[config.mk]
export PLATFORM = sky130hd
export DESIGN_NAME = tcm_req_if
export DESIGN_NICKNAME = d
export VERILOG_FILES = /design/src/rtl/tcm_req_pkg.sv /design/src/rtl/tcm_addr_path.sv /design/src/rtl/tcm_seq_track.sv /design/src/rtl/tcm_rd_return.sv /design/src/rtl/tcm_req_if.sv
export SDC_FILE = /design/constraint.sdc
export NUM_CORES = 1
export LEC_CHECK = 0
export BUFFER_PORTS_ARGS = -buffer_cell sky130_fd_sc_hd__buf_4
export CORE_MARGIN = 1.5
export CORE_UTILIZATION = 35
export CTS_BUF_LIST = sky130_fd_sc_hd__clkbuf_4
export DETAILED_ROUTE_END_ITERATION = 10
export MAX_ROUTING_LAYER = met4
export RECOVER_POWER = 100
export SLEW_MARGIN = 20
export SYNTH_ARGS = -nofsm -noshare
export SYNTH_HDL_FRONTEND = slang
export SYNTH_SLANG_ARGS = --single-unit
[constraint.sdc]
create_clock -name clk -period 4.12 [get_ports clk]
set_input_delay 0.206 -clock clk [delete_from_list [all_inputs] [get_ports clk]]
set_output_delay 0.206 -clock clk [all_outputs]
set_load 0.01 [all_outputs]
[src/rtl/tcm_req_pkg.sv]
package tcm_req_pkg;
  localparam int unsigned TCM_AW_DEF = 18;
  localparam int unsigned TCM_DW_DEF = 32;

  // successor of a word address, wrapping at the address width
  function automatic logic [TCM_AW_DEF-1:0] word_succ(input logic [TCM_AW_DEF-1:0] a);
    return a + 1'b1;
  endfunction
endpackage

[src/rtl/tcm_addr_path.sv]
module tcm_addr_path #(
  parameter int unsigned AW = 18
) (
  input  logic          clk,
  input  logic          rst,
  input  logic          core_grant,
  input  logic          core_wr,
  input  logic [AW-1:0] core_addr,
  input  logic          dma_en,
  input  logic          dma_cs,
  input  logic [AW-1:0] dma_addr,
  output logic [AW-1:0] mem_addr,
  output logic          mem_cs,
  output logic          mem_wr,
  output logic          mem_idle
);
  logic [AW-1:0] addr_q;
  logic          cs_q, wr_q, idle_q;
  logic          dma_sel;

  assign dma_sel = dma_en & dma_cs;

  always_ff @(posedge clk) begin
    if (rst) begin
      addr_q <= '0;
      cs_q   <= 1'b0;
      wr_q   <= 1'b0;
      idle_q <= 1'b1;
    end else begin
      if (dma_en)
        addr_q <= dma_addr;
      else if (core_grant)
        addr_q <= core_addr;
      cs_q   <= core_grant | dma_sel;
      wr_q   <= core_grant & core_wr;
      idle_q <= ~core_grant;
    end
  end

  assign mem_addr = addr_q;
  assign mem_cs   = cs_q;
  assign mem_wr   = wr_q;
  assign mem_idle = idle_q;
endmodule

[src/rtl/tcm_seq_track.sv]
module tcm_seq_track #(
  parameter int unsigned AW = 18
) (
  input  logic          clk,
  input  logic          rst,
  input  logic          core_grant,
  input  logic          core_wait,
  input  logic [AW-1:0] core_addr,
  output logic          mem_seq
);
  logic [AW-1:0] last_addr;
  logic          last_ok;
  logic          seq_q;
  logic [AW-1:0] succ;
  logic          match;

  assign succ  = last_addr + {{(AW-1){1'b0}}, 1'b1};
  assign match = last_ok && (core_addr == succ);

  always_ff @(posedge clk) begin
    if (rst) begin
      last_addr <= '0;
      last_ok   <= 1'b0;
      seq_q     <= 1'b0;
    end else begin
      if (core_grant) begin
        last_addr <= core_addr;
        last_ok   <= 1'b1;
      end
      if (core_wait)
        seq_q <= 1'b1;
      else if (core_grant)
        seq_q <= match;
      else
        seq_q <= 1'b0;
    end
  end

  assign mem_seq = seq_q;
endmodule

[src/rtl/tcm_rd_return.sv]
module tcm_rd_return #(
  parameter int unsigned DW = 32
) (
  input  logic          clk,
  input  logic          rst,
  input  logic          rd_grant,
  input  logic          core_wait,
  input  logic [DW-1:0] mem_rdata,
  output logic [DW-1:0] core_rdata,
  output logic          core_rvalid
);
  logic          rd_req_q;
  logic          data_cyc_q;
  logic          take;
  logic [DW-1:0] rdata_q;
  logic          rvalid_q;

  assign take = data_cyc_q & ~core_wait;

  always_ff @(posedge clk) begin
    if (rst) begin
      rd_req_q   <= 1'b0;
      data_cyc_q <= 1'b0;
      rdata_q    <= '0;
      rvalid_q   <= 1'b0;
    end else begin
      rd_req_q   <= rd_grant;
      data_cyc_q <= rd_req_q | (data_cyc_q & core_wait);
      rvalid_q   <= take;
      if (take)
        rdata_q <= mem_rdata;
    end
  end

  assign core_rdata  = rdata_q;
  assign core_rvalid = rvalid_q;
endmodule

[src/rtl/tcm_req_if.sv]
module tcm_req_if
  import tcm_req_pkg::*;
#(
  parameter int unsigned AW = TCM_AW_DEF,
  parameter int unsigned DW = TCM_DW_DEF
) (
  input  logic          clk,
  input  logic          rst,
  input  logic          mem_en,
  input  logic          core_req,
  input  logic          core_wr,
  input  logic          core_wait,
  input  logic [AW-1:0] core_addr,
  input  logic [DW-1:0] core_wdata,
  output logic [DW-1:0] core_rdata,
  output logic          core_rvalid,
  input  logic          dma_en,
  input  logic          dma_cs,
  input  logic [AW-1:0] dma_addr,
  output logic [AW-1:0] mem_addr,
  output logic          mem_cs,
  output logic          mem_wr,
  output logic          mem_idle,
  output logic          mem_seq,
  output logic [DW-1:0] mem_wdata,
  input  logic [DW-1:0] mem_rdata
);
  logic          grant;
  logic          rd_grant;
  logic [DW-1:0] wdata_q;

  assign grant    = core_req & ~core_wait & mem_en;
  assign rd_grant = grant & ~core_wr;

  tcm_addr_path #(.AW(AW)) u_addr (
    .clk(clk), .rst(rst),
    .core_grant(grant), .core_wr(core_wr), .core_addr(core_addr),
    .dma_en(dma_en), .dma_cs(dma_cs), .dma_addr(dma_addr),
    .mem_addr(mem_addr), .mem_cs(mem_cs), .mem_wr(mem_wr), .mem_idle(mem_idle)
  );

  tcm_seq_track #(.AW(AW)) u_seq (
    .clk(clk), .rst(rst),
    .core_grant(grant), .core_wait(core_wait), .core_addr(core_addr),
    .mem_seq(mem_seq)
  );

  tcm_rd_return #(.DW(DW)) u_rd (
    .clk(clk), .rst(rst),
    .rd_grant(rd_grant), .core_wait(core_wait), .mem_rdata(mem_rdata),
    .core_rdata(core_rdata), .core_rvalid(core_rvalid)
  );

  always_ff @(posedge clk) begin
    if (rst)
      wdata_q <= '0;
    else if (grant & core_wr)
      wdata_q <= core_wdata;
  end

  assign mem_wdata = wdata_q;
endmodule

# Word-level counts from Yosys, hierarchy flattened
# Cells that the tools add are included.
# classes
addsub	1
bitwise_logic	12
n_reduce_logical	2
eq_ne	1
mux	4
# op_table
cell	n
$mux W18	2
$add A18 B1 Y18 const B	1
$eq A18 B18 Y1	1
$and A1 B1 Y1	7
$not A1 Y1	3
$mux W1	2
$or A1 B1 Y1	2
$reduce_bool A2 Y1	1
$logic_and A1 B1 Y1	1
# word_totals
regBits	108
in_bits	108
output_inout_bits	87
wordCells	32

# Logic depth before layout (Yosys ltp)
# logic_depth
depth_word	5
ltp_mapped	8
mapped_depth_nobuf	7

# Modules after synthesis
# From an unflattened synthesis, not the netlist that was laid out.
# unflattened
hier_cells	532
hier_area_um2	5352.6
# by_module_without_submodules
mod	area_per_inst_um2	seq_area_each_um2	n_inst	cells_per_inst
tcm_rd_return	1589.0	700.7	1	152
tcm_req_if	1482.7	640.6	1	143
tcm_seq_track	1321.3	400.4	1	149
tcm_addr_path	959.7	420.4	1	88

# Least setup slack after synthesis
# Ideal clock, no wire load.
# synth_path
path_kind	reg2reg
from	register u_seq.last_addr[0]
to	register u_seq.seq_q, in the netlist u_seq.mem_seq
slack_ns	2.190
stages_incl_launch_ff	8
setup_ns	0.088
period_less_slack_ns	1.930
arrival_time_ns	1.842
n_path_buf	0
t_required_ns	4.032
cell_sequence	dfxtp_1 > ha_1 > nand3_2 > nor4_4 > and3_1 > o21ai_1 > a211o_1 > o32ai_2
# synth_via
elab_chain_len	5
# synth_lines
item	line	text
start: declaration	tcm_seq_track.sv:11	logic [AW-1:0] last_addr;
start signal: assignment	tcm_seq_track.sv:27	last_addr <= core_addr;
$add A18 B1 Y18	tcm_seq_track.sv:17	assign succ = last_addr + {{(AW-1){1'b0}}, 1'b1};
$eq A18 B18 Y1	tcm_seq_track.sv:18	assign match = last_ok && (core_addr == succ);
$logic_and A1 B1 Y1	tcm_seq_track.sv:18	
$mux W1	tcm_seq_track.sv:32	else if (core_grant)
$mux W1	tcm_seq_track.sv:30	if (core_wait)
end signal: assignment	tcm_seq_track.sv:33	seq_q <= match;
end: declaration	tcm_seq_track.sv:13	logic seq_q;
# Every way passes these cells.
# A chain may end at the register's enable or synchronous reset.

# Worst setup path after layout
# layout_path
from	input core_wait
to	register u_rd.rd_req_q
# layout_via
elab_chain_len	4
# layout_lines
item	line	text
start: declaration	tcm_req_if.sv:12	input logic core_wait,
$not A1 Y1	tcm_req_if.sv:32	assign grant = core_req & ~core_wait & mem_en;
$and A1 B1 Y1 (2 in series)	tcm_req_if.sv:32	
$and A1 B1 Y1	tcm_req_if.sv:33	assign rd_grant = grant & ~core_wr;
end signal: assignment	tcm_rd_return.sv:27	rd_req_q <= rd_grant;
end: declaration	tcm_rd_return.sv:12	logic rd_req_q;
# Every way passes these cells.

==> key figures <==
Run status
  – Status: finished, violations left
  – Failing checks: capacitance limit, slew limit

Cells and area
  – Final Util: a little under three fifths
  – Share of layout cells above drive strength 1: 15.2%
  – Reg area: between 2000 and 2500 sq um
  – Fillers: 1212
  – Final nets: 960
  – Area grow syn2layout: 54.7%
  – Design Area, Final: 6800 sq um
  – Non-Filler Instances: ~1000
  – Multi-input logic area: ~2100 sq um
  – Diode count: 0

Floorplanning
  – Chip Width: 115 microns
  – Core area: 12100 sq um
  – Cell Rows: 40
  – Starting Density: 36.3%
  – Chip height: 115 microns
  – IO Count: 195
  – Die footprint: around 13000 sq um

Synth
  – Yosys reg bits: 108
  – Synth top cells by count: 191 x nand2_1, 123 x a21oi_1, 108 x dfxtp_1
  – Syn_nets: 688
  – Top-area cell type share of the netlist area: 49.2%
  – Main synth FF type: dfxtp_1
  – Area leader, netlist: dfxtp_1
  – Total number of yosys warnings: 0
  – Top post-synthesis cells by area: dfxtp_1 49%, nand2_1 16%, a21oi_1 14%
  – Synthesized area: 4400 sq um
  – Post-Synthesis Cells: 579
  – Syn Area/Cell: 7.59 sq um
  – Async SR Flop Fraction: 0%
  – Synth unique cells: 36
  – Cell with the most instances after synthesis: nand2_1
  – Number of synthesized flops with an enable pin: 0
  – Sequential element share of the synthesized area: 49.2%

Power
  – Leak: approximately 0.0026 uW
  – VDD IR-drop max: 0.175 mV
  – Power density cells: about 290 nW/um^2

Critical path
  – Critical-path top delay cell: clkbuf_1
  – Endpoint class of the critical path: register
  – R2R Path End: u_seq.mem_seq
  – Largest stage delay, worst path: 1.26 ns
  – Delay-heaviest family, CP: buffers and inverters
  – Worst path arrival time: around 3.4 ns
  – Worst r2r src: u_seq.last_addr[0]
  – CP startpoint: core_wait
  – CP Depth: 8
  – Setup slack, reg-to-reg: around 1.9 ns
  – CP cell instances: dlygate4sd3_1 > clkbuf_1 > nand3b_1 > clkbuf_1 > nor2_1 > inv_1 > nor2_1 > dlygate4sd3_1
  – Crit path buf inv count: 5
  – WP data required: 4.51 ns
  – Kind of critical path: in2reg
  – Worst-path fanout max: 38
  – Crit start category: input port
  – Worst setup endpoint: u_rd.rd_req_q
  – R2R cell count: 7

Drt
  – DR WL/cell: 14.2 microns
  – WL final: 14500 microns
  – DRT Pass-1 Iters: 7
  – Initial DRC count: 239
  – Post-DR vias/cell: between 4 and 5
  – DR DRC count: 0
  – DR vias: 4900
  – ANT nets after route: 0

Placed design
  – Final RePlAce weighted congestion: ~0.81
  – Placed insts: 903
  – Placed cell areas: 5930 sq um
  – Post-DP HPWL: 9090 microns
  – Port-buffer cells: 194

Global route
  – Gr usage total: 23.0%
  – Pin count of the biggest net entering global routing: 106
  – First-pass GRT wire length: between 20000 and 25000 microns
  – Vias in the first global route: between 4000 and 5000
  – Grt total ovfl: 0
  – Antenna violations before repair: 0

STA
  – Final setup vio count: 0
  – Setup TNS: 0 ns
  – Worst-Margin Slew: 2.21 ns
  – Max-slew violation count: 145
  – Setup Skew: between 0.005 and 0.006 ns
  – Max Fclk: 337 MHz
  – Max transition margin: -47.2%
  – RSZ-0062 raised after global routing: false
  – Final Hold Vio Count: 0
  – Fin crit share: 72.0%
  – Tmin final: 2.97 ns

Worst hold path
  – Hold crit path type: in2reg
  – Worst Hold Depth: 3

CTS
  – Clock Path Buffers: 2
  – Worst skew pair latency: approximately 0.48 ns
  – Clk pin slew, worst setup/hold paths: about 0.17 ns
  – CTS Root Cell: clkbuf_4
  – Clock Sinks: roughly 110
  – Post-CTS Hold Fix Bufs: approximately 110
  – Total CTS buffers: 9
  – CTS tree: built
  – Resized Gates After CTS: 0
  – Max H-tree Level: 3
  – Setup Fix Bufs, Post-CTS: 0

Job
  – Max-cap violations: 2
[worst min-delay path: stages]
cell and delay (ns):
buf_4 0.23, nand2_1 0.10, a21oi_1 0.06
[per-stage QoR]
stage | worst slack, ns | total power [uW] | hold slack (ns)
after floorplan | 2.19 | 1210 | 0.278
after global placement | 1.64 | 1350 | 0.406
after detailed placement | 1.51 | 1350 | 0.410
after CTS | 1.50 | 2040 | 0.102
after global routing | 0.853 | 2100 | 0.149
final | 1.15 | 2000 | 0.161
[final cells by class]
class / instances / share of cell area [%]
clock buffer: 9 / 0.994
tap: 168 / 3.09
clock inverter: 6 / 1.29
sequential: 108 / 31.8
multi-input combinational: 426 / 30.5
inverter: 5 / 0.276
timing repair buffer: 301 / 32.1
[flip-flops by register name, summed over array words and instances, names as in the netlist]
name and flops:
u_seq.last_addr 18, u_seq.mem_seq 1, u_rd.core_rdata 32, u_addr.mem_wr 1
mem_wdata 32, u_rd.core_rvalid 1, u_addr.mem_addr 18, u_rd.data_cyc_q 1
u_rd.rd_req_q 1, u_seq.last_ok 1, u_addr.mem_cs 1, u_addr.mem_idle 1
[per-layer routing]
layer	global-route usage [%]	wire, microns	vias to the layer above
met2	39.2	7580	138
li1	-	-	2459
met3	4.11	680	27
met5	-	0	-
met4	11.7	384	0
met1	25.8	5860	2276
[where the power goes]
group | internal (uW) | switching (uW)
Sequential | 1070 | 19.4
Combinational | 174 | 133
Clock | 245 | 360
[cell families after synthesis]
kind of cell             after synthesis  synth area share [%]
AO/OA/AOI/OAI                        140                  16.8
XOR/XNOR                              20                  3.99
adder cells (fa/ha/maj)                1                 0.285
buffers and inverters                 45                  3.96
flip-flops                           108                  49.2
multiplexers                           1                 0.256
AND/OR/NAND/NOR                      264                  25.6
[cell usage in the layout, fill, tap and decap left out, types with 2 or more instances in the layout]
cell type / synthesis / final
o21ai_1: 2 / 2
buf_4: 0 / 105
a211oi_1: 2 / 2
and3_1: 3 / 3
dfxtp_1: 108 / 108
xnor2_1: 9 / 9
nor3_1: 7 / 7
bufinv_16: 0 / 2
o21ai_0: 6 / 6
nor4_1: 5 / 5
a21oi_1: 123 / 123
clkbuf_1: 31 / 90
nand3_1: 6 / 6
xor2_1: 11 / 11
nand4_1: 5 / 5
a211o_1: 2 / 2
inv_1: 5 / 5
nor3b_1: 2 / 2
nand2_1: 191 / 190
clkinv_2: 0 / 2
nand3_2: 2 / 2
nor2b_1: 5 / 4
clkbuf_4: 0 / 9
dlygate4sd3_1: 0 / 105
nor2_1: 30 / 30
[worst min path at each step]
stage | end | startpoint | slack, ns
after global routing | u_addr.mem_cs | dma_en | 0.15
after detailed placement | u_rd.rd_req_q | core_wr | 0.41
after global placement | u_rd.rd_req_q | core_wr | 0.41
final | u_addr.mem_cs | dma_en | 0.16
after CTS | u_addr.mem_cs | dma_en | 0.10
after floorplan | u_rd.rd_req_q | core_wr | 0.28
No activity file was read; power rests on OpenSTA's default activity.
